**src/rtl/iat_pkg.sv**
```systemverilog
package iat_pkg;
  localparam logic [13:0] OFS_CMD    = 14'h0100;
  localparam logic [13:0] OFS_DECODE = 14'h014C;
  localparam logic [13:0] OFS_L1     = 14'h2B00;
  localparam logic [13:0] OFS_INVAL  = 14'h2D00;

  localparam int CMD_EN_BIT   = 8;
  localparam int L1_BIG_BIT   = 31;
  localparam int L1_VALID_BIT = 30;
  localparam int L2_VALID_BIT = 31;
  localparam int L2_CACHE_BIT = 30;
  localparam int PAGE_BITS    = 12;

  typedef enum logic [1:0] {
    WIN_256M = 2'd0,
    WIN_2G   = 2'd1,
    WIN_NONE = 2'd2,
    WIN_128G = 2'd3
  } win_t;

  typedef enum logic {
    ST_IDLE = 1'b0,
    ST_WAIT = 1'b1
  } walk_st_t;
endpackage

```
**src/rtl/iat_regs.sv**
```systemverilog
module iat_regs
  import iat_pkg::*;
#(
  parameter int L1_N   = 64,
  parameter int GRAN_W = 17
) (
  input  logic                      clk,
  input  logic                      rst,
  input  logic                      wr_en,
  input  logic [13:0]               wr_addr,
  input  logic [31:0]               wr_data,
  input  logic [$clog2(L1_N)-1:0]   l1_idx,
  output logic [31:0]               l1_word,
  output logic                      xlate_en,
  output logic [1:0]                win_sel,
  output logic                      inv_en,
  output logic [GRAN_W-1:0]         inv_gran
);
  localparam int IW = $clog2(L1_N);
  localparam logic [13:0] L1_BYTES = 14'(4 * L1_N);

  logic [31:0] l1_q [L1_N];
  logic [13:0] l1_off;
  logic        l1_sel;

  assign l1_off   = wr_addr - OFS_L1;
  assign l1_sel   = wr_en && (l1_off < L1_BYTES);
  assign l1_word  = l1_q[l1_idx];
  assign inv_en   = wr_en && (wr_addr == OFS_INVAL);
  assign inv_gran = wr_data[GRAN_W-1:0];

  always_ff @(posedge clk) begin
    if (rst) begin
      xlate_en <= 1'b0;
      win_sel  <= 2'd0;
      for (int i = 0; i < L1_N; i++) l1_q[i] <= '0;
    end else begin
      if (wr_en && wr_addr == OFS_CMD)    xlate_en <= wr_data[CMD_EN_BIT];
      if (wr_en && wr_addr == OFS_DECODE) win_sel  <= wr_data[1:0];
      if (l1_sel) l1_q[l1_off[2 +: IW]] <= wr_data;
    end
  end
endmodule

```
**src/rtl/iat_tlb.sv**
```systemverilog
module iat_tlb #(
  parameter int ENTRIES = 4,
  parameter int TAG_W   = 19,
  parameter int RPN_W   = 28
) (
  input  logic               clk,
  input  logic               rst,
  input  logic [TAG_W-1:0]   lk_tag,
  output logic               lk_hit,
  output logic [RPN_W-1:0]   lk_rpn,
  output logic               lk_cached,
  input  logic               fill_en,
  input  logic [TAG_W-1:0]   fill_tag,
  input  logic [RPN_W-1:0]   fill_rpn,
  input  logic               fill_cached,
  input  logic               inv_en,
  input  logic [TAG_W-3:0]   inv_gran
);
  localparam int PW = (ENTRIES > 1) ? $clog2(ENTRIES) : 1;

  logic [ENTRIES-1:0] match;
  logic [RPN_W-1:0]   rpn_w [ENTRIES];
  logic [ENTRIES-1:0] cch_w;
  logic [PW-1:0]      ptr_q;

  for (genvar g = 0; g < ENTRIES; g++) begin : g_ent
    logic             v_q;
    logic             c_q;
    logic [TAG_W-1:0] t_q;
    logic [RPN_W-1:0] r_q;

    assign match[g] = v_q && (t_q == lk_tag);
    assign rpn_w[g] = r_q;
    assign cch_w[g] = c_q;

    always_ff @(posedge clk) begin
      if (rst) begin
        v_q <= 1'b0;
        c_q <= 1'b0;
        t_q <= '0;
        r_q <= '0;
      end else if (fill_en && ptr_q == PW'(g)) begin
        v_q <= 1'b1;
        c_q <= fill_cached;
        t_q <= fill_tag;
        r_q <= fill_rpn;
      end else if (inv_en && t_q[TAG_W-1:2] == inv_gran) begin
        v_q <= 1'b0;
      end
    end
  end

  always_comb begin
    lk_hit    = |match;
    lk_rpn    = '0;
    lk_cached = 1'b0;
    for (int i = ENTRIES - 1; i >= 0; i--) begin
      if (match[i]) begin
        lk_rpn    = rpn_w[i];
        lk_cached = cch_w[i];
      end
    end
  end

  always_ff @(posedge clk) begin
    if (rst)          ptr_q <= '0;
    else if (fill_en) ptr_q <= (ptr_q == PW'(ENTRIES - 1)) ? '0 : ptr_q + 1'b1;
  end
endmodule

```
**src/rtl/io_xlate.sv**
```systemverilog
module io_xlate
  import iat_pkg::*;
#(
  parameter int BUS_AW  = 40,
  parameter int PHYS_AW = 40,
  parameter int TLB_N   = 4,
  parameter int L1_N    = 64
) (
  input  logic               clk,
  input  logic               rst,
  input  logic               reg_wr_en,
  input  logic [13:0]        reg_addr,
  input  logic [31:0]        reg_wdata,
  input  logic               req_valid,
  input  logic [BUS_AW-1:0]  req_addr,
  output logic               req_ready,
  output logic               rsp_valid,
  output logic               rsp_fault,
  output logic [PHYS_AW-1:0] rsp_paddr,
  output logic               rsp_cached,
  output logic               rsp_prio,
  output logic               mem_rd_valid,
  output logic [PHYS_AW-1:0] mem_rd_addr,
  input  logic               mem_rd_data_valid,
  input  logic [31:0]        mem_rd_data
);
  localparam int L1_IW   = $clog2(L1_N);
  localparam int L2_IW   = 13;
  localparam int TAG_W   = L1_IW + L2_IW;
  localparam int SPAN_HI = PAGE_BITS + TAG_W;
  localparam int RPN_W   = PHYS_AW - PAGE_BITS;

  walk_st_t                st_q;
  logic                    xlate_en;
  logic [1:0]              win_sel;
  logic                    inv_en;
  logic [TAG_W-3:0]        inv_gran;
  logic [31:0]             l1_word;
  logic [L1_IW-1:0]        l1_idx;
  logic [TAG_W-1:0]        lk_tag;
  logic                    lk_hit;
  logic [RPN_W-1:0]        lk_rpn;
  logic                    lk_cached;
  logic                    fill_en;
  logic [TAG_W-1:0]        sv_tag;
  logic [PAGE_BITS-1:0]    sv_off;
  logic                    accept;
  logic                    out_win;
  logic                    out_span;
  logic                    unused_bits;

  assign req_ready = (st_q == ST_IDLE);
  assign accept    = req_valid && req_ready;
  assign l1_idx    = req_addr[PAGE_BITS + L2_IW +: L1_IW];
  assign lk_tag    = req_addr[PAGE_BITS +: TAG_W];
  assign out_span  = |req_addr[BUS_AW-1:SPAN_HI];
  assign fill_en   = (st_q == ST_WAIT) && mem_rd_data_valid && mem_rd_data[L2_VALID_BIT];
  assign unused_bits = ^{l1_word[29:RPN_W], mem_rd_data[29:RPN_W]};

  always_comb begin
    unique case (win_t'(win_sel))
      WIN_256M: out_win = |req_addr[BUS_AW-1:28];
      WIN_2G:   out_win = |req_addr[BUS_AW-1:31];
      WIN_128G: out_win = |req_addr[BUS_AW-1:37];
      default:  out_win = 1'b1;
    endcase
  end

  iat_regs #(.L1_N(L1_N), .GRAN_W(TAG_W - 2)) i_regs (
    .clk      (clk),
    .rst      (rst),
    .wr_en    (reg_wr_en),
    .wr_addr  (reg_addr),
    .wr_data  (reg_wdata),
    .l1_idx   (l1_idx),
    .l1_word  (l1_word),
    .xlate_en (xlate_en),
    .win_sel  (win_sel),
    .inv_en   (inv_en),
    .inv_gran (inv_gran)
  );

  iat_tlb #(.ENTRIES(TLB_N), .TAG_W(TAG_W), .RPN_W(RPN_W)) i_tlb (
    .clk         (clk),
    .rst         (rst),
    .lk_tag      (lk_tag),
    .lk_hit      (lk_hit),
    .lk_rpn      (lk_rpn),
    .lk_cached   (lk_cached),
    .fill_en     (fill_en),
    .fill_tag    (sv_tag),
    .fill_rpn    (mem_rd_data[RPN_W-1:0]),
    .fill_cached (mem_rd_data[L2_CACHE_BIT]),
    .inv_en      (inv_en),
    .inv_gran    (inv_gran)
  );

  always_ff @(posedge clk) begin
    if (rst) begin
      st_q         <= ST_IDLE;
      rsp_valid    <= 1'b0;
      rsp_fault    <= 1'b0;
      rsp_paddr    <= '0;
      rsp_cached   <= 1'b0;
      rsp_prio     <= 1'b0;
      mem_rd_valid <= 1'b0;
      mem_rd_addr  <= '0;
      sv_tag       <= '0;
      sv_off       <= '0;
    end else begin
      rsp_valid    <= 1'b0;
      mem_rd_valid <= 1'b0;
      if (st_q == ST_IDLE) begin
        if (accept) begin
          rsp_fault  <= 1'b0;
          rsp_cached <= 1'b0;
          rsp_prio   <= 1'b0;
          rsp_paddr  <= PHYS_AW'(req_addr);
          if (!xlate_en) begin
            rsp_valid <= 1'b1;
          end else if (out_win || out_span) begin
            rsp_valid <= 1'b1;
            rsp_fault <= 1'b1;
          end else if (l1_word[L1_BIG_BIT]) begin
            rsp_valid  <= 1'b1;
            rsp_cached <= l1_word[1];
            rsp_prio   <= l1_word[0];
          end else if (!l1_word[L1_VALID_BIT]) begin
            rsp_valid <= 1'b1;
            rsp_fault <= 1'b1;
          end else if (lk_hit) begin
            rsp_valid  <= 1'b1;
            rsp_paddr  <= {lk_rpn, req_addr[PAGE_BITS-1:0]};
            rsp_cached <= lk_cached;
          end else begin
            mem_rd_valid <= 1'b1;
            mem_rd_addr  <= {l1_word[RPN_W-1:0], {PAGE_BITS{1'b0}}}
                            + PHYS_AW'({req_addr[PAGE_BITS +: L2_IW], 2'b00});
            sv_tag <= lk_tag;
            sv_off <= req_addr[PAGE_BITS-1:0];
            st_q   <= ST_WAIT;
          end
        end
      end else if (mem_rd_data_valid) begin
        rsp_valid <= 1'b1;
        st_q      <= ST_IDLE;
        if (mem_rd_data[L2_VALID_BIT]) begin
          rsp_fault  <= 1'b0;
          rsp_paddr  <= {mem_rd_data[RPN_W-1:0], sv_off};
          rsp_cached <= mem_rd_data[L2_CACHE_BIT];
        end else begin
          rsp_fault  <= 1'b1;
          rsp_cached <= 1'b0;
        end
        rsp_prio <= 1'b0;
      end
    end
  end
endmodule

```
**config.mk**
```make
export PLATFORM = sky130hd
export DESIGN_NAME = io_xlate
export DESIGN_NICKNAME = d
export VERILOG_FILES = /design/src/rtl/iat_pkg.sv /design/src/rtl/iat_regs.sv /design/src/rtl/iat_tlb.sv /design/src/rtl/io_xlate.sv
export SDC_FILE = /design/constraint.sdc
export NUM_CORES = 2
export LEC_CHECK = 0
export BUFFER_PORTS_ARGS = -buffer_cell sky130_fd_sc_hd__buf_2
export CORE_UTILIZATION = 55
export DETAILED_ROUTE_END_ITERATION = 10
export PLACE_DENSITY = 0.85
export SYNTH_ARGS = -nofsm -noshare
export SYNTH_HDL_FRONTEND = slang
export SYNTH_SLANG_ARGS = --single-unit
```
**constraint.sdc**
```tcl
create_clock -name clk -period 4.9 [get_ports clk]
set_input_delay 0.245 -clock clk [delete_from_list [all_inputs] [get_ports clk]]
set_output_delay 0.245 -clock clk [all_outputs]
set_load 0.02 [all_outputs]
```
==> run summary <==
status: finished with violations
failing checks: capacitance limit, slew limit
Overall Global Routing Usage: 33.5%
hold path depth: 2
CTS Root Cell: clkbuf_16
antenna violations before repair: 30
number of synthesized flops with an enable pin: 1920
post-synthesis cell area: 102000 µm²
setup TNS: 0 ps
total global routing overflow: 0
first-pass GRT wire length: 453000 µm
htree depth: 4
Final Cycle Share: 87.8%
count of pins over their slew limit: 7
starting DRC count in detailed routing: 10400
CP Cell Sequence: mux4_2 > mux2i_1 > a221oi_1 > nor2_1 > o21ai_0 > buf_4 > fa_1 > a21oi_1 > nor4_2 > nand3_1 > nor3b_1 > xnor2_1 > a211oi_1
CP max stage cell: a221oi_1
worst slew pin tran: 1670 ps
min-delay src: reg_wdata[5]
#FFs+latches synth: 2226
Max Freq: 232 MHz
Worst Hold Class: primary input to register
Inst Count DP: 9720
Post-CTS Setup Bufs: 0
final setup vio count: 0
DIE HEIGHT: 433 µm
WL per Instance: 31.1 µm
layout cell share with drive strength beyond 1: 19.5%
Initial Util: 55.6%
P_leak: 40.3 nW
Final min period: 4300 ps
FF-to-FF Start: i_regs.l1_q[13][1]
I/O pin count: 209
Final #Nets: 7676
cell count after synthesis: 7477
DP Wirelength: 190000 µm
core area: 184000 µm²
TritonCTS clock tree: built
RSZ-0062 raised after global routing: false
CP Buf/Inv Count: 1
gpl congestion: 0.961
DRC: 0
most common cell in the netlist: and2_1
Slew headroom: -11.7%
sequential share of the synthesized area: 62.3%
CP peak stage delay: 940 ps
Worst Reg-to-Reg Cells: 13
Die ar.: 188000 µm²
power per cell area: 363 nW/µm²
total CTS buffers: 213
clk_skew: 67.6 ps
Synth top area share: 56.3%
I/O Buffers: 202
prevailing post-synth register cell: edfxtp_1
post-route ant nets: 0
ranking of synthesized cells by area: edfxtp_1, and2_1, mux4_2
vias in the first global route: 66600
peak supply drop: 0.406 mV
biggest area consumer among synthesized cells: edfxtp_1
Die Wd: 433 µm
largest net degree at the start of global routing: 116
clock buffer depth: 3
synth cell count leaders: and2_1, edfxtp_1, clkbuf_1
clock latency on the worst-skew pair: 890 ps
max_cap viols: 2
Synthesis Warnings: 0
WS Path Type: register to register
post-synthesis cell type count: 80
Hold Path End: i_regs.l1_q[10][5]
Synth async-reset ratio: 0%
CTS sink count: 2226
post-cts sizing count: 0
clk slew on worst S/H paths: 60 ps
Layout area overhead: 11.9%
# hold bufs at CTS: 74
crit path capture type: register
Worst setup SP type: register
Worst Path Max Fanout: 6
Worst path top cell family by delay: compound AO/OA/AOI/OAI gates
TritonRoute pass-1 iters: 8
RR Endpoint: mem_rd_addr[30]
number of vias per cell: 6.61
critical path arrival: 4990 ps
Vias: 67400
Finished Layout Cells: 10200
reg-to-reg slack, setup: 600 ps
Routed WL: 317000 µm
Core Rows: 157
Mean Syn Cell Area: 13.7 µm²
critical path required time: 5590 ps
final hold vios: 0
-- area by class of cell --
class                           instances  area [µm²]
Clock buffer                          273        5690
Clock inverter                        118        1160
Timing Repair Buffer                  617        4640
Sequential cell                      2226       63800
Inverter                               12        53.8
Tap cell                             2464        3080
Fill cell                           12500       69500
Antenna cell                           12        30.0
Multi-Input combinational cell       4475       36200
-- registers in the layout, indices dropped and copies added (netlist names) --
name	flops
i_tlb.g_ent.r_q	112
rsp_prio	1
rsp_paddr	40
i_tlb.ptr_q	2
i_regs.win_sel	2
i_tlb.g_ent.c_q	4
i_tlb.g_ent.v_q	4
sv_off	12
sv_tag	19
rsp_cached	1
rsp_valid	1
rsp_fault	1
mem_rd_addr	28
i_tlb.g_ent.t_q	76
mem_rd_valid	1
st_q	1
i_regs.xlate_en	1
i_regs.l1_q	1920
-- worst reg2reg max path: cells and delay by family (launching register included) --
| kind | cells | cell delay [ps] |
|---|---|---|
| multiplexers | 2 | 360 |
| buffers and inverters | 1 | 230 |
| XOR/XNOR | 1 | 160 |
| adder cells (fa/ha/maj) | 1 | 210 |
| AO/OA/AOI/OAI | 4 | 1600 |
| flip-flops | 1 | 360 |
| AND/OR/NAND/NOR | 4 | 1200 |
-- cells in the final DEF (no fill, tap or decap), drive strengths merged, types with 14 or more instances in the layout --
cell type / synthesis / routed
nor3: 34 / 34
or3: 19 / 19
a211oi: 31 / 31
nand4: 33 / 33
inv: 8 / 15
mux4: 474 / 474
mux2: 25 / 25
xor2: 106 / 106
dlygate4sd3: 0 / 74
nor4: 44 / 44
clkinv: 4 / 90
mux2i: 185 / 185
o21ai: 115 / 115
and2: 1935 / 1935
nor2: 195 / 195
and3: 18 / 18
edfxtp: 1920 / 1920
o22ai: 14 / 14
a221oi: 41 / 41
o221ai: 39 / 39
clkbuf: 597 / 273
bufinv: 0 / 18
nand2: 538 / 538
o211a: 19 / 19
a22oi: 28 / 28
nand3: 45 / 45
o31ai: 23 / 23
xnor2: 53 / 53
nor2b: 18 / 18
dfxtp: 306 / 306
a21oi: 275 / 275
buf: 168 / 543
-- cells by family (layout without fill, tap and decap cells) --
| logic type | Yosys count | after routing | share of synthesized area [%] |
|---|---|---|---|
| compound gates | 672 | 672 | 4.20 |
| xor+xnor | 159 | 159 | 1.36 |
| fa+ha+maj | 8 | 8 | 0.105 |
| buf+inv | 777 | 1020 | 3.28 |
| flops | 2226 | 2226 | 62.3 |
| mux | 684 | 684 | 12.5 |
| other cells | 1 | 14 | 0.00366 |
| simple gates | 2950 | 2950 | 16.2 |
-- how the worst max path moves through the flow --
stage	cells after the start	slack, ps	startpoint	to
after global placement	15	100	req_addr[25]	mem_rd_addr[26]
after global routing	15	450	req_addr[25]	mem_rd_addr[32]
after floorplan	21	-10	req_addr[25]	mem_rd_addr[35]
after detailed placement	15	150	req_addr[25]	mem_rd_addr[30]
final	13	600	i_regs.l1_q[13][1]	mem_rd_addr[30]
after CTS	10	780	i_regs.l1_q[31][31]	sv_off[10]
-- metal layers --
| layer | global-route usage (%) | share of wire, % | up-vias | wire length [µm] |
|---|---|---|---|---|
| met3 | 11.0 | 15 | 1335 | 49000 |
| met4 | 21.0 | 7.4 | 16 | 23600 |
| met1 | 40.6 | 32 | 33100 | 100000 |
| met2 | 52.0 | 46 | 5867 | 144000 |
| li1 | - | - | 27200 | - |
| met5 | 0 | 0.045 | - | 144 |
-- report_power, final --
| part | switching, mW | internal (mW) |
|---|---|---|
| clock | 7.28 | 9.15 |
| sequential | 0.263 | 21.4 |
| combinational | 2.34 | 1.22 |
-- stage by stage --
stage,instance area (µm²),power [mW],hold WS [ps],worst slack [ps],utilization (%)
final,115000,41.6,40.8,596,62.3
after global routing,115000,42.4,37.9,448,62.3
after CTS,115000,41.4,27.3,778,62.2
after detailed placement,107000,25.3,447,153,58.1
after global placement,107000,25.2,441,98.9,58.1
after floorplan,102000,23.8,381,-12.0,-
No activity file was read; power rests on OpenSTA's default activity.
